<file path="src/rtl/serial_csr_pkg.sv">
package serial_csr_pkg;

    localparam int BUS_W = 32;

    // word indices (byte offset / 4)
    localparam int IDX_TXD  = 0;
    localparam int IDX_RXD  = 1;
    localparam int IDX_EN   = 2;
    localparam int IDX_MASK = 3;
    localparam int IDX_BAUD = 4;
    localparam int IDX_LEN  = 5;
    localparam int IDX_PAR  = 6;
    localparam int IDX_TXST = 7;
    localparam int IDX_RXST = 8;
    localparam int IDX_SRC  = 9;
    localparam int IDX_SET  = 10;

    typedef enum logic [1:0] {
        PAR_NONE = 2'd0,
        PAR_ODD  = 2'd1,
        PAR_EVEN = 2'd2
    } parity_e;

    typedef enum logic [1:0] {
        ACC_RW,
        ACC_RO,
        ACC_W1S,
        ACC_W1C
    } access_e;

    // one-hot style write targets
    typedef struct packed {
        logic txd;
        logic en;
        logic mask;
        logic baud;
        logic len;
        logic par;
        logic src_clr;
        logic src_set;
    } wr_sel_t;

    function automatic access_e access_of(input int idx);
        case (idx)
            IDX_RXD, IDX_TXST, IDX_RXST: return ACC_RO;
            IDX_SRC:                     return ACC_W1C;
            IDX_SET:                     return ACC_W1S;
            default:                     return ACC_RW;
        endcase
    endfunction

    function automatic wr_sel_t decode_sel(input int idx, input logic aligned);
        wr_sel_t s;
        s = '0;
        if (aligned && access_of(idx) != ACC_RO) begin
            case (idx)
                IDX_TXD:  s.txd     = 1'b1;
                IDX_EN:   s.en      = 1'b1;
                IDX_MASK: s.mask    = 1'b1;
                IDX_BAUD: s.baud    = 1'b1;
                IDX_LEN:  s.len     = 1'b1;
                IDX_PAR:  s.par     = 1'b1;
                IDX_SRC:  s.src_clr = 1'b1;
                IDX_SET:  s.src_set = 1'b1;
                default:  s         = '0;
            endcase
        end
        return s;
    endfunction

    function automatic logic parity_legal(input logic [1:0] v);
        return (v == PAR_NONE) || (v == PAR_ODD) || (v == PAR_EVEN);
    endfunction

endpackage

</file>
<file path="src/rtl/csr_tx_holding.sv">
module csr_tx_holding #(
    parameter int CHAR_W = 8
) (
    input  logic              clk,
    input  logic              rst,
    input  logic              load,
    input  logic [CHAR_W-1:0] load_data,
    input  logic              take,
    output logic              full,
    output logic [CHAR_W-1:0] data
);

    always_ff @(posedge clk) begin
        if (rst) begin
            full <= 1'b0;
            data <= '0;
        end else if (load) begin
            full <= 1'b1;
            data <= load_data;
        end else if (take) begin
            full <= 1'b0;
        end
    end

    // the write channel must never load over an unconsumed byte
    assert_no_overwrite_R5: assert property (@(posedge clk) disable iff (rst)
        (full && !take) |-> !load);

    // a held byte stays put until taken
    assert_hold_stable_R5: assert property (@(posedge clk) disable iff (rst)
        (full && !take) |=> (full && $stable(data)));

endmodule

</file>
<file path="src/rtl/csr_irq_ctrl.sv">
module csr_irq_ctrl #(
    parameter int NUM_EVT = 4
) (
    input  logic               clk,
    input  logic               rst,
    input  logic [NUM_EVT-1:0] evt,
    input  logic [NUM_EVT-1:0] clr_bits,
    input  logic [NUM_EVT-1:0] set_bits,
    input  logic [NUM_EVT-1:0] mask,
    output logic [NUM_EVT-1:0] src,
    output logic               irq
);

    logic [NUM_EVT-1:0] pending;

    for (genvar k = 0; k < NUM_EVT; k++) begin : g_src
        always_ff @(posedge clk) begin
            if (rst)
                src[k] <= 1'b0;
            else if (evt[k] || set_bits[k])
                src[k] <= 1'b1;
            else if (clr_bits[k])
                src[k] <= 1'b0;
        end
    end

    assign pending = src & mask;
    assign irq     = |pending;

    // an event always leaves its bit set, even against a clear
    assert_set_wins_R7: assert property (@(posedge clk) disable iff (rst)
        (evt != '0) |=> ((src & $past(evt)) == $past(evt)));

    // a clear with no competing set empties the bit
    assert_w1c_clears_R7: assert property (@(posedge clk) disable iff (rst)
        ((clr_bits & ~evt & ~set_bits) != '0) |=>
        ((src & $past(clr_bits & ~evt & ~set_bits)) == '0));

    // bits not cleared are sticky
    assert_sticky_R7: assert property (@(posedge clk) disable iff (rst)
        ((src & ~clr_bits) != '0) |=>
        ((src & $past(src & ~clr_bits)) == $past(src & ~clr_bits)));

    // nothing unmasked means no interrupt
    assert_irq_masked_R9: assert property (@(posedge clk) disable iff (rst)
        (mask == '0) |-> !irq);

endmodule

</file>
<file path="src/rtl/csr_rd_mux.sv">
module csr_rd_mux
    import serial_csr_pkg::*;
#(
    parameter int IDX_W   = 6,
    parameter int CHAR_W  = 8,
    parameter int BAUD_W  = 16,
    parameter int LEN_W   = 4,
    parameter int NUM_EVT = 4
) (
    input  logic [IDX_W-1:0]   idx,
    input  logic               aligned,
    input  logic [CHAR_W-1:0]  txd,
    input  logic [CHAR_W-1:0]  rxd,
    input  logic               en,
    input  logic [NUM_EVT-1:0] mask,
    input  logic [BAUD_W-1:0]  baud,
    input  logic [LEN_W-1:0]   len,
    input  logic [1:0]         par,
    input  logic               tx_busy,
    input  logic               rx_busy,
    input  logic [NUM_EVT-1:0] src,
    output logic [BUS_W-1:0]   rdata
);

    always_comb begin
        rdata = '0;
        if (aligned) begin
            case (int'(idx))
                IDX_TXD:  rdata[CHAR_W-1:0]  = txd;
                IDX_RXD:  rdata[CHAR_W-1:0]  = rxd;
                IDX_EN:   rdata[0]           = en;
                IDX_MASK: rdata[NUM_EVT-1:0] = mask;
                IDX_BAUD: rdata[BAUD_W-1:0]  = baud;
                IDX_LEN:  rdata[LEN_W-1:0]   = len;
                IDX_PAR:  rdata[1:0]         = par;
                IDX_TXST: rdata[0]           = tx_busy;
                IDX_RXST: rdata[0]           = rx_busy;
                IDX_SRC:  rdata[NUM_EVT-1:0] = src;
                default:  rdata              = '0;
            endcase
        end
    end

endmodule

</file>
<file path="src/rtl/serial_csr_bank.sv">
module serial_csr_bank
    import serial_csr_pkg::*;
#(
    parameter int ADDR_W     = 8,
    parameter int CHAR_W     = 8,
    parameter int BAUD_W     = 16,
    parameter int LEN_W      = 4,
    parameter int NUM_EVT    = 4,
    parameter int BAUD_RESET = 434,
    parameter int LEN_RESET  = 8
) (
    input  logic               clk,
    input  logic               rst,
    input  logic               wr_req,
    input  logic [ADDR_W-1:0]  wr_addr,
    input  logic [BUS_W-1:0]   wr_data,
    output logic               wr_ack,
    input  logic               rd_req,
    input  logic [ADDR_W-1:0]  rd_addr,
    output logic [BUS_W-1:0]   rd_data,
    output logic               rd_ack,
    output logic               cfg_enable,
    output logic [BAUD_W-1:0]  cfg_baud,
    output logic [LEN_W-1:0]   cfg_len,
    output logic [1:0]         cfg_parity,
    output logic               tx_valid,
    output logic [CHAR_W-1:0]  tx_byte,
    input  logic               tx_take,
    input  logic               tx_busy,
    input  logic               rx_busy,
    input  logic               rx_valid,
    input  logic [CHAR_W-1:0]  rx_byte,
    input  logic [NUM_EVT-1:0] evt,
    output logic               irq
);

    localparam int IDX_W = ADDR_W - 2;

    logic [IDX_W-1:0]   wr_idx, rd_idx;
    logic               wr_aligned, rd_aligned;
    wr_sel_t            sel;
    logic               wr_fire;
    logic               hold_full;
    logic               en_q;
    logic [NUM_EVT-1:0] mask_q, src_q, clr_bits, set_bits;
    logic [BAUD_W-1:0]  baud_q;
    logic [LEN_W-1:0]   len_q;
    parity_e            par_q;
    logic [CHAR_W-1:0]  rxd_q;
    logic [BUS_W-1:0]   rd_val;

    // ---------------- write channel ----------------
    assign wr_idx     = wr_addr[ADDR_W-1:2];
    assign wr_aligned = (wr_addr[1:0] == 2'b00);

    always_comb sel = decode_sel(int'(wr_idx), wr_aligned);

    // only a transmit write may stall; it proceeds when the holding slot frees
    assign wr_ack  = wr_req && (!sel.txd || !hold_full || tx_take);
    assign wr_fire = wr_req && wr_ack;

    always_ff @(posedge clk) begin
        if (rst) begin
            en_q   <= 1'b0;
            mask_q <= '0;
            baud_q <= BAUD_W'(BAUD_RESET);
            len_q  <= LEN_W'(LEN_RESET);
            par_q  <= PAR_NONE;
        end else if (wr_fire) begin
            if (sel.en)   en_q   <= wr_data[0];
            if (sel.mask) mask_q <= wr_data[NUM_EVT-1:0];
            if (sel.baud) baud_q <= wr_data[BAUD_W-1:0];
            if (sel.len)  len_q  <= wr_data[LEN_W-1:0];
            if (sel.par && parity_legal(wr_data[1:0]))
                par_q <= parity_e'(wr_data[1:0]);
        end
    end

    always_ff @(posedge clk) begin
        if (rst)
            rxd_q <= '0;
        else if (rx_valid)
            rxd_q <= rx_byte;
    end

    assign clr_bits = (wr_fire && sel.src_clr) ? wr_data[NUM_EVT-1:0] : '0;
    assign set_bits = (wr_fire && sel.src_set) ? wr_data[NUM_EVT-1:0] : '0;

    csr_tx_holding #(.CHAR_W(CHAR_W)) u_hold (
        .clk       (clk),
        .rst       (rst),
        .load      (wr_fire && sel.txd),
        .load_data (wr_data[CHAR_W-1:0]),
        .take      (tx_take),
        .full      (hold_full),
        .data      (tx_byte)
    );

    csr_irq_ctrl #(.NUM_EVT(NUM_EVT)) u_irq (
        .clk      (clk),
        .rst      (rst),
        .evt      (evt),
        .clr_bits (clr_bits),
        .set_bits (set_bits),
        .mask     (mask_q),
        .src      (src_q),
        .irq      (irq)
    );

    // ---------------- read channel ----------------
    assign rd_idx     = rd_addr[ADDR_W-1:2];
    assign rd_aligned = (rd_addr[1:0] == 2'b00);

    csr_rd_mux #(
        .IDX_W   (IDX_W),
        .CHAR_W  (CHAR_W),
        .BAUD_W  (BAUD_W),
        .LEN_W   (LEN_W),
        .NUM_EVT (NUM_EVT)
    ) u_mux (
        .idx     (rd_idx),
        .aligned (rd_aligned),
        .txd     (tx_byte),
        .rxd     (rxd_q),
        .en      (en_q),
        .mask    (mask_q),
        .baud    (baud_q),
        .len     (len_q),
        .par     (par_q),
        .tx_busy (tx_busy),
        .rx_busy (rx_busy),
        .src     (src_q),
        .rdata   (rd_val)
    );

    always_ff @(posedge clk) begin
        if (rst) begin
            rd_ack  <= 1'b0;
            rd_data <= '0;
        end else begin
            rd_ack <= rd_req && !rd_ack;
            if (rd_req && !rd_ack)
                rd_data <= rd_val;
        end
    end

    assign cfg_enable = en_q;
    assign cfg_baud   = baud_q;
    assign cfg_len    = len_q;
    assign cfg_parity = par_q;
    assign tx_valid   = hold_full;

    // acknowledge only answers a request from the previous cycle
    assert_rd_ack_after_req_R3: assert property (@(posedge clk) disable iff (rst)
        rd_ack |-> $past(rd_req));

    // acknowledge is a single-cycle pulse
    assert_rd_pulse_R3: assert property (@(posedge clk) disable iff (rst)
        rd_ack |=> !rd_ack);

    // the reserved parity code never reaches the core
    assert_parity_legal_R11: assert property (@(posedge clk) disable iff (rst)
        cfg_parity != 2'b11);

    // read-only targets never change configuration
    assert_ro_no_effect_R6: assert property (@(posedge clk) disable iff (rst)
        (wr_fire && wr_aligned && (int'(wr_idx) == IDX_RXST)) |=>
        ($stable(cfg_baud) && $stable(cfg_len) && $stable(cfg_enable)));

endmodule

</file>
<file path="config.mk">
export PLATFORM = sky130hd
export DESIGN_NAME = serial_csr_bank
export DESIGN_NICKNAME = d
export VERILOG_FILES = /design/src/rtl/serial_csr_pkg.sv /design/src/rtl/csr_tx_holding.sv /design/src/rtl/csr_irq_ctrl.sv /design/src/rtl/csr_rd_mux.sv /design/src/rtl/serial_csr_bank.sv
export SDC_FILE = /design/constraint.sdc
export NUM_CORES = 1
export LEC_CHECK = 0
export ABC_AREA = 1
export ABC_CLOCK_PERIOD_IN_PS = 2700
export CAP_MARGIN = 40
export CELL_PAD_IN_SITES_DETAIL_PLACEMENT = 1
export CELL_PAD_IN_SITES_GLOBAL_PLACEMENT = 2
export CORE_UTILIZATION = 24
export CTS_CLUSTER_SIZE = 40
export DETAILED_ROUTE_END_ITERATION = 7
export PLACE_DENSITY = 0.95
export SLEW_MARGIN = 10
export SYNTH_ARGS = -nofsm -noshare
export SYNTH_HDL_FRONTEND = slang
export SYNTH_SLANG_ARGS = --single-unit
export TNS_END_PERCENT = 100
</file>
<file path="constraint.sdc">
create_clock -name clk -period 2.7 [get_ports clk]
set_clock_uncertainty 0.05 [all_clocks]
set_input_delay 0.54 -clock clk [delete_from_list [all_inputs] [get_ports clk]]
set_output_delay 0.54 -clock clk [all_outputs]
set_load 0.01 [all_outputs]
</file>
Yosys cells after proc, flatten, opt, wreduce, memory -nomap -nowiden
Cells that the tools add are included. W data, S select, Z words.

Equality and inequality tests: 22. Mux-type cells: 28. Bitwise logic cells: 1. Reductions and logical operators: 36.

Operators with widths (number): $eq A6 B3 Y1 const B (8); $eq A6 B4 Y1 const B (5); $eq A6 B2 Y1 const B (4); $mux W1 (18); $mux W16 (1); $mux W8 (2); $eq A6 B1 Y1 const B (2); $logic_not A6 Y1 (2); $pmux W2 S6 (1); $pmux W4 S3 (1); $pmux W1 S10 (1); $reduce_and A2 Y1 (5); $reduce_bool A2 Y1 (5); $logic_and A1 B1 Y1 (8); $logic_or A1 B1 Y1 (8); $mux W4 (2); $pmux W1 S7 (1); $logic_not A2 Y1 (3); $pmux W2 S3 (1); $and A4 B4 Y4 (1); $reduce_or A4 Y1 (1); $logic_not A1 Y1 (3); $reduce_or A3 Y1 (1); $eq A2 B1 Y1 const B (1); other kinds (2) (2).

Flip-flop bits (word level): 81.

Depth between registers and ports, before layout
Depth in word-level cells: 15. Gate-level depth with buffers: 13. Depth with buffers taken out: 12.

Modules after synthesis
A second synthesis with hierarchy kept.

Cells, all modules: 618. Area, all modules: 4060.1 um2.

By module, submodules not included: serial_csr_bank (instances 1, cells each 406, area each 2824.0 um2, sequential area each 1361.3 um2); csr_rd_mux (instances 1, cells each 145, area each 753.2 um2, sequential area each 0.0 um2); csr_tx_holding (instances 1, cells each 38, area each 304.0 um2, sequential area each 180.2 um2); csr_irq_ctrl (instances 1, cells each 29, area each 178.9 um2, sequential area each 80.1 um2).

Worst setup path after synthesis
OpenSTA, ideal clock, no wires.

Path type: input port to output port. Start: in wr_addr[3]. End: out wr_ack. Data arrival time: 1.491 ns. Data required time: 2.110 ns. Slack: 0.619 ns. Cell stages on the path: 8. Buffers on the path: 2. Cell sequence: nor2_1 > nand2_2 > nor2_4 > nand4_4 > nand2_2 > inv_2 > buf_6 > buf_8.

Cells in the longest elaborated chain, start to end: 10. Elaborated cells on any way between the ends: 16. Classes of those cells: eq/ne: 6; mux: 3; reduce/logical: 7.

RTL lines: start, declared (line serial_csr_bank.sv:15) `input logic [ADDR_W-1:0] wr_addr,`; $eq A6 B1 Y1 (tied with other cells) (line serial_csr_pkg.sv:44) `case (idx)`; $reduce_or A3 Y1 (line serial_csr_pkg.sv:44); $pmux W2 S3 (line serial_csr_pkg.sv:44); $ne A2 B1 Y1 (line serial_csr_pkg.sv:55) `if (aligned && access_of(idx) != ACC_RO) begin`; $logic_and A1 B1 Y1 (line serial_csr_pkg.sv:55); $mux W8 * (line serial_csr_pkg.sv:55); $logic_not A1 Y1 * (line serial_csr_bank.sv:59) `assign wr_ack = wr_req && (!sel.txd || !hold_full || tx_take);`; $logic_or A1 B1 Y1 * (2 in a row) (line serial_csr_bank.sv:59); $logic_and A1 B1 Y1 * (line serial_csr_bank.sv:59); end, declared (line serial_csr_bank.sv:17) `output logic wr_ack,`.

Every way passes the cells marked *; elsewhere a longest branch is shown, timed or not.

Worst setup path after layout
Start: in wr_addr[5]. End: out wr_ack.

Same word-level chain as after synthesis.

==> summary.md <==
| Metric | Value |
|---|---|
| Status | `completed` |
| Fmax achieved | `approximately 380 MHz` |
| FILL cells | `roughly 1700` |
| VDD IR max | `between 0.0002 and 0.0003 V` |
| RSZ-0062 raised after global routing | `false` |
| Core box area | `between 0.01 and 0.015 sq mm` |
| Wire length per cell | `14.7 um` |
| GRT Total Usage | `approximately 17%` |
| Seq. cell area | `0.00130 sq mm` |
| Final setup fails | `0` |
| H-tree lvl count | `3` |
| Vias | `about 3500` |
| Via density | `4.53` |
| Final Power | `~2600 uW` |
| Hold Path Stages | `2` |
| Cell Pwr Density | `between 500 and 600 mW/mm^2` |
| Slowest CP cell | `clkdlybuf4s50_1` |
| Layout cells sized above 1 | `10.6%` |
| Period minus WS final | `between 2 and 3 ns` |
| Pre-CTS setup slack | `-0.249 ns` |
| Worst min path class | `flop to flop` |
| Clock Latency Late Sink | `0.33 ns` |
| CP Depth | `8` |
| CP required | `around 2.1 ns` |
| Avg Cell Area, Syn | `~6.8 sq um` |
| Reg power frac | `around two fifths` |
| Vias in the first global route | `3757` |
| Net Sw Frac | `between 20% and 30%` |
| Multi-input combinational cell area | `between 0.0015 and 0.002 sq mm` |
| Max cap viols | `0` |
| Pin count of the biggest net entering global routing | `35` |
| Slew Limit Fails | `0` |
| N_diodes | `0` |
| Global-route wire length before repair | `18.7 mm` |
| Remaining design rule violation count | `0` |
| Max incr delay on CP | `around 0.46 ns` |
| Synth warn | `0` |
| Clock Power Share | `52.5%` |
| Width of the die | `approximately 120 um` |
| Logic pwr share | `approximately 9%` |
| Largest fanout on the critical path | `3` |
| Gpl congestion | `about 0.86` |
| Routed wire length | `approximately 11 mm` |
| CTS buffer count | `9` |
| P_leak | `0.00206 uW` |
| Input/output buffers | `roughly 100` |
| Mapped Cells | `480` |
| Worst r2r path cells | `11` |
| Crit path arrival time | `approximately 2 ns` |
| Delay-heaviest family, CP | `buffers and inverters` |
| # hold bufs at CTS | `0` |
| Fin nets | `667` |
| Total gr overflow | `0` |
| Iteration-0 DRC Markers | `between 150 and 200` |
| First-pass DRT Iterations | `4` |
| DP Wirelength | `just under 9 mm` |
| Synth Register Bits | `65` |
| CP Class | `primary input to output port` |
| Area Growth Syn to Fin | `49.5%` |
| PnR worst setup slack | `approximately 0.1 ns` |
| Sink Count | `between 60 and 70` |
| Psw | `578 uW` |
| Synth unique cells | `34` |
| Die Y | `~120 um` |
| Rows | `between 40 and 50` |
| Cell Chain, Critical Path | `clkdlybuf4s50_1 -> nor2_1 -> inv_1 -> nor2_4 -> nand4_4 -> nand2_2 -> inv_2 -> dlygate4sd2_1` |
| Setup crit start kind | `primary input` |
| Die area | `0.0142 sq mm` |
| Initial Utilization | `around 25%` |
| Bufs on Longest Clock Path | `2` |
| Pint | `about 2000 uW` |
| Antenna Violating Nets Remaining | `0` |
| CTS tree | `built` |
| Critical path buffer and inverter count | `4` |
| Clock transition at the registers of the reported paths | `around 0.06 ns` |
| Post-synthesis sequential area ratio | `between 30% and 40%` |
| Syn Std Cell Area | `approximately 0.0033 sq mm` |
| Final period utilization | `96.3%` |
| Initial antenna violation count | `0` |
| CP Capture Type | `output port` |
| Root Driver | `clkbuf_16` |
| Fin util | `~37%` |
| Hold Vio Cnt, Final | `0` |
| Ports | `roughly 140` |
==> stage by stage <==
| step | setup TNS [ns] | hold WS (ns) | instance area, sq um | instances |
|---|---|---|---|---|
| CTS | 0 | 0.421 | 4910 | 780 |
| global route | 0 | 0.432 | 4910 | 780 |
| global placement | -0.158 | 0.405 | 4560 | 764 |
| finish | 0 | 0.416 | 4910 | 780 |
| floorplan | 0 | 0.384 | 3340 | 495 |
| detailed placement | -1.35 | 0.413 | 4560 | 764 |
==> cell type report <==
type,instances,area share (%)
multi-input cells,334,32.5
flip-flops and latches,65,26.5
repair buffers,127,24.8
inverters,62,4.74
clock buffers,10,4.66
well taps,176,4.48
clock inverters,6,2.34
==> flip-flops by register name, summed over array words and instances, names as in the netlist <==
signal	flops
cfg_parity	2
u_hold.full	1
u_hold.data	8
cfg_enable	1
cfg_len	4
rd_ack	1
cfg_baud	16
rd_data	16
u_irq.src	4
mask_q	4
rxd_q	8
==> layer usage <==
metal	wire length (um)	part of all wire, %	global-route usage [%]	vias to the layer above
met2	5860	51	30.2	82
li1	-	-	-	1752
met5	0	0	0	-
met1	4930	43	19.4	1688
met3	509	4.4	3.30	15
met4	145	1.3	4.75	0
==> path summary, 6_finish.rpt <==
check / from / endpoint / slack, ns
setup reg to reg: u_hold.full$_SDFFE_PP0P_ / cfg_baud[13]$_SDFFE_PP0P_ / 1.00
setup / recovery: wr_addr[5] / wr_ack / 0.1
hold / removal: rd_data[5]$_SDFFE_PP0P_ / rd_data[5]$_SDFFE_PP0P_ / 0.42
hold reg to reg: rd_data[5]$_SDFFE_PP0P_ / rd_data[5]$_SDFFE_PP0P_ / 0.42
==> worst min-delay path: stages (launching register included) <==
cell and delay, ns:
dfxtp_1 0.31, nand2_1 0.06, a21oi_1 0.05
==> power groups by stage <==
stage / clock network, uW / logic, uW / registers, uW
after floorplan: 0 / 119 / 1000
after global placement: 0 / 229 / 1000
after detailed placement: 0 / 235 / 1000
after CTS: 1370 / 238 / 982
after global routing: 1410 / 259 / 983
final: 1350 / 236 / 982
==> repair_timing <==
item	4_1_cts	5_1_grt
setup endpoints to repair	1	0
setup buffers	0	0
resized for setup	9	0
==> synthesized netlist by cell type <==
library cell	number	area [sq um]
inv_2	2	7.51
nand2_4	1	11.3
buf_4	16	120
nand3_1	39	195
nand3_2	1	10.0
inv_1	59	221
o21ai_0	14	70.1
nand4_4	1	21.3
buf_6	3	33.8
clkinv_1	1	3.75
a32oi_1	1	8.76
a21oi_1	36	180
o21ai_1	2	10.0
nor2_4	3	33.8
dfxtp_1	65	1300
o22ai_1	2	12.5
nor2_2	4	25.0
a31oi_2	1	12.5
nand4_2	1	12.5
nor3_4	1	16.3
o2111ai_1	1	8.76
a31oi_1	2	12.5
nand4_1	9	56.3
buf_8	1	15.0
clkbuf_1	10	37.5
nand2_2	4	25.0
a22oi_1	11	82.6
nand2_1	111	417
buf_2	4	20.0
nor3_1	5	25.0
nor2_1	64	240
o211ai_1	3	22.5
conb_1	1	3.75
o211ai_2	1	12.5
==> layout by cell type (no fill, tap or decap), types with 2 or more instances in the layout <==
cell type,netlist,final
conb_1,1,16
nand2_1,111,111
nor2_2,4,6
o22ai_1,2,2
nor2_1,64,61
clkdlybuf4s50_1,0,98
a31oi_1,2,2
a22oi_1,11,11
nand4_1,9,9
o211ai_1,3,3
buf_4,16,24
inv_1,59,59
bufinv_16,0,3
dlygate4sd2_1,0,4
nor3_1,5,5
clkbuf_16,0,9
nand2_2,4,4
o21ai_1,2,2
a21oi_1,36,35
o21ai_0,14,14
nor2_4,3,4
inv_2,2,2
nand3_1,39,39
dfxtp_1,65,65
==> kinds of logic (layout without fill, tap and decap cells) <==
logic type	Yosys count	after routing	share of synthesized area, %
AND/OR/NAND/NOR	244	244	33.1
buffers and inverters	96	205	14.0
AO/OA/AOI/OAI	74	74	13.2
flip-flops	65	65	39.6
other	1	16	0.114
(Power assumes the default switching activity.)
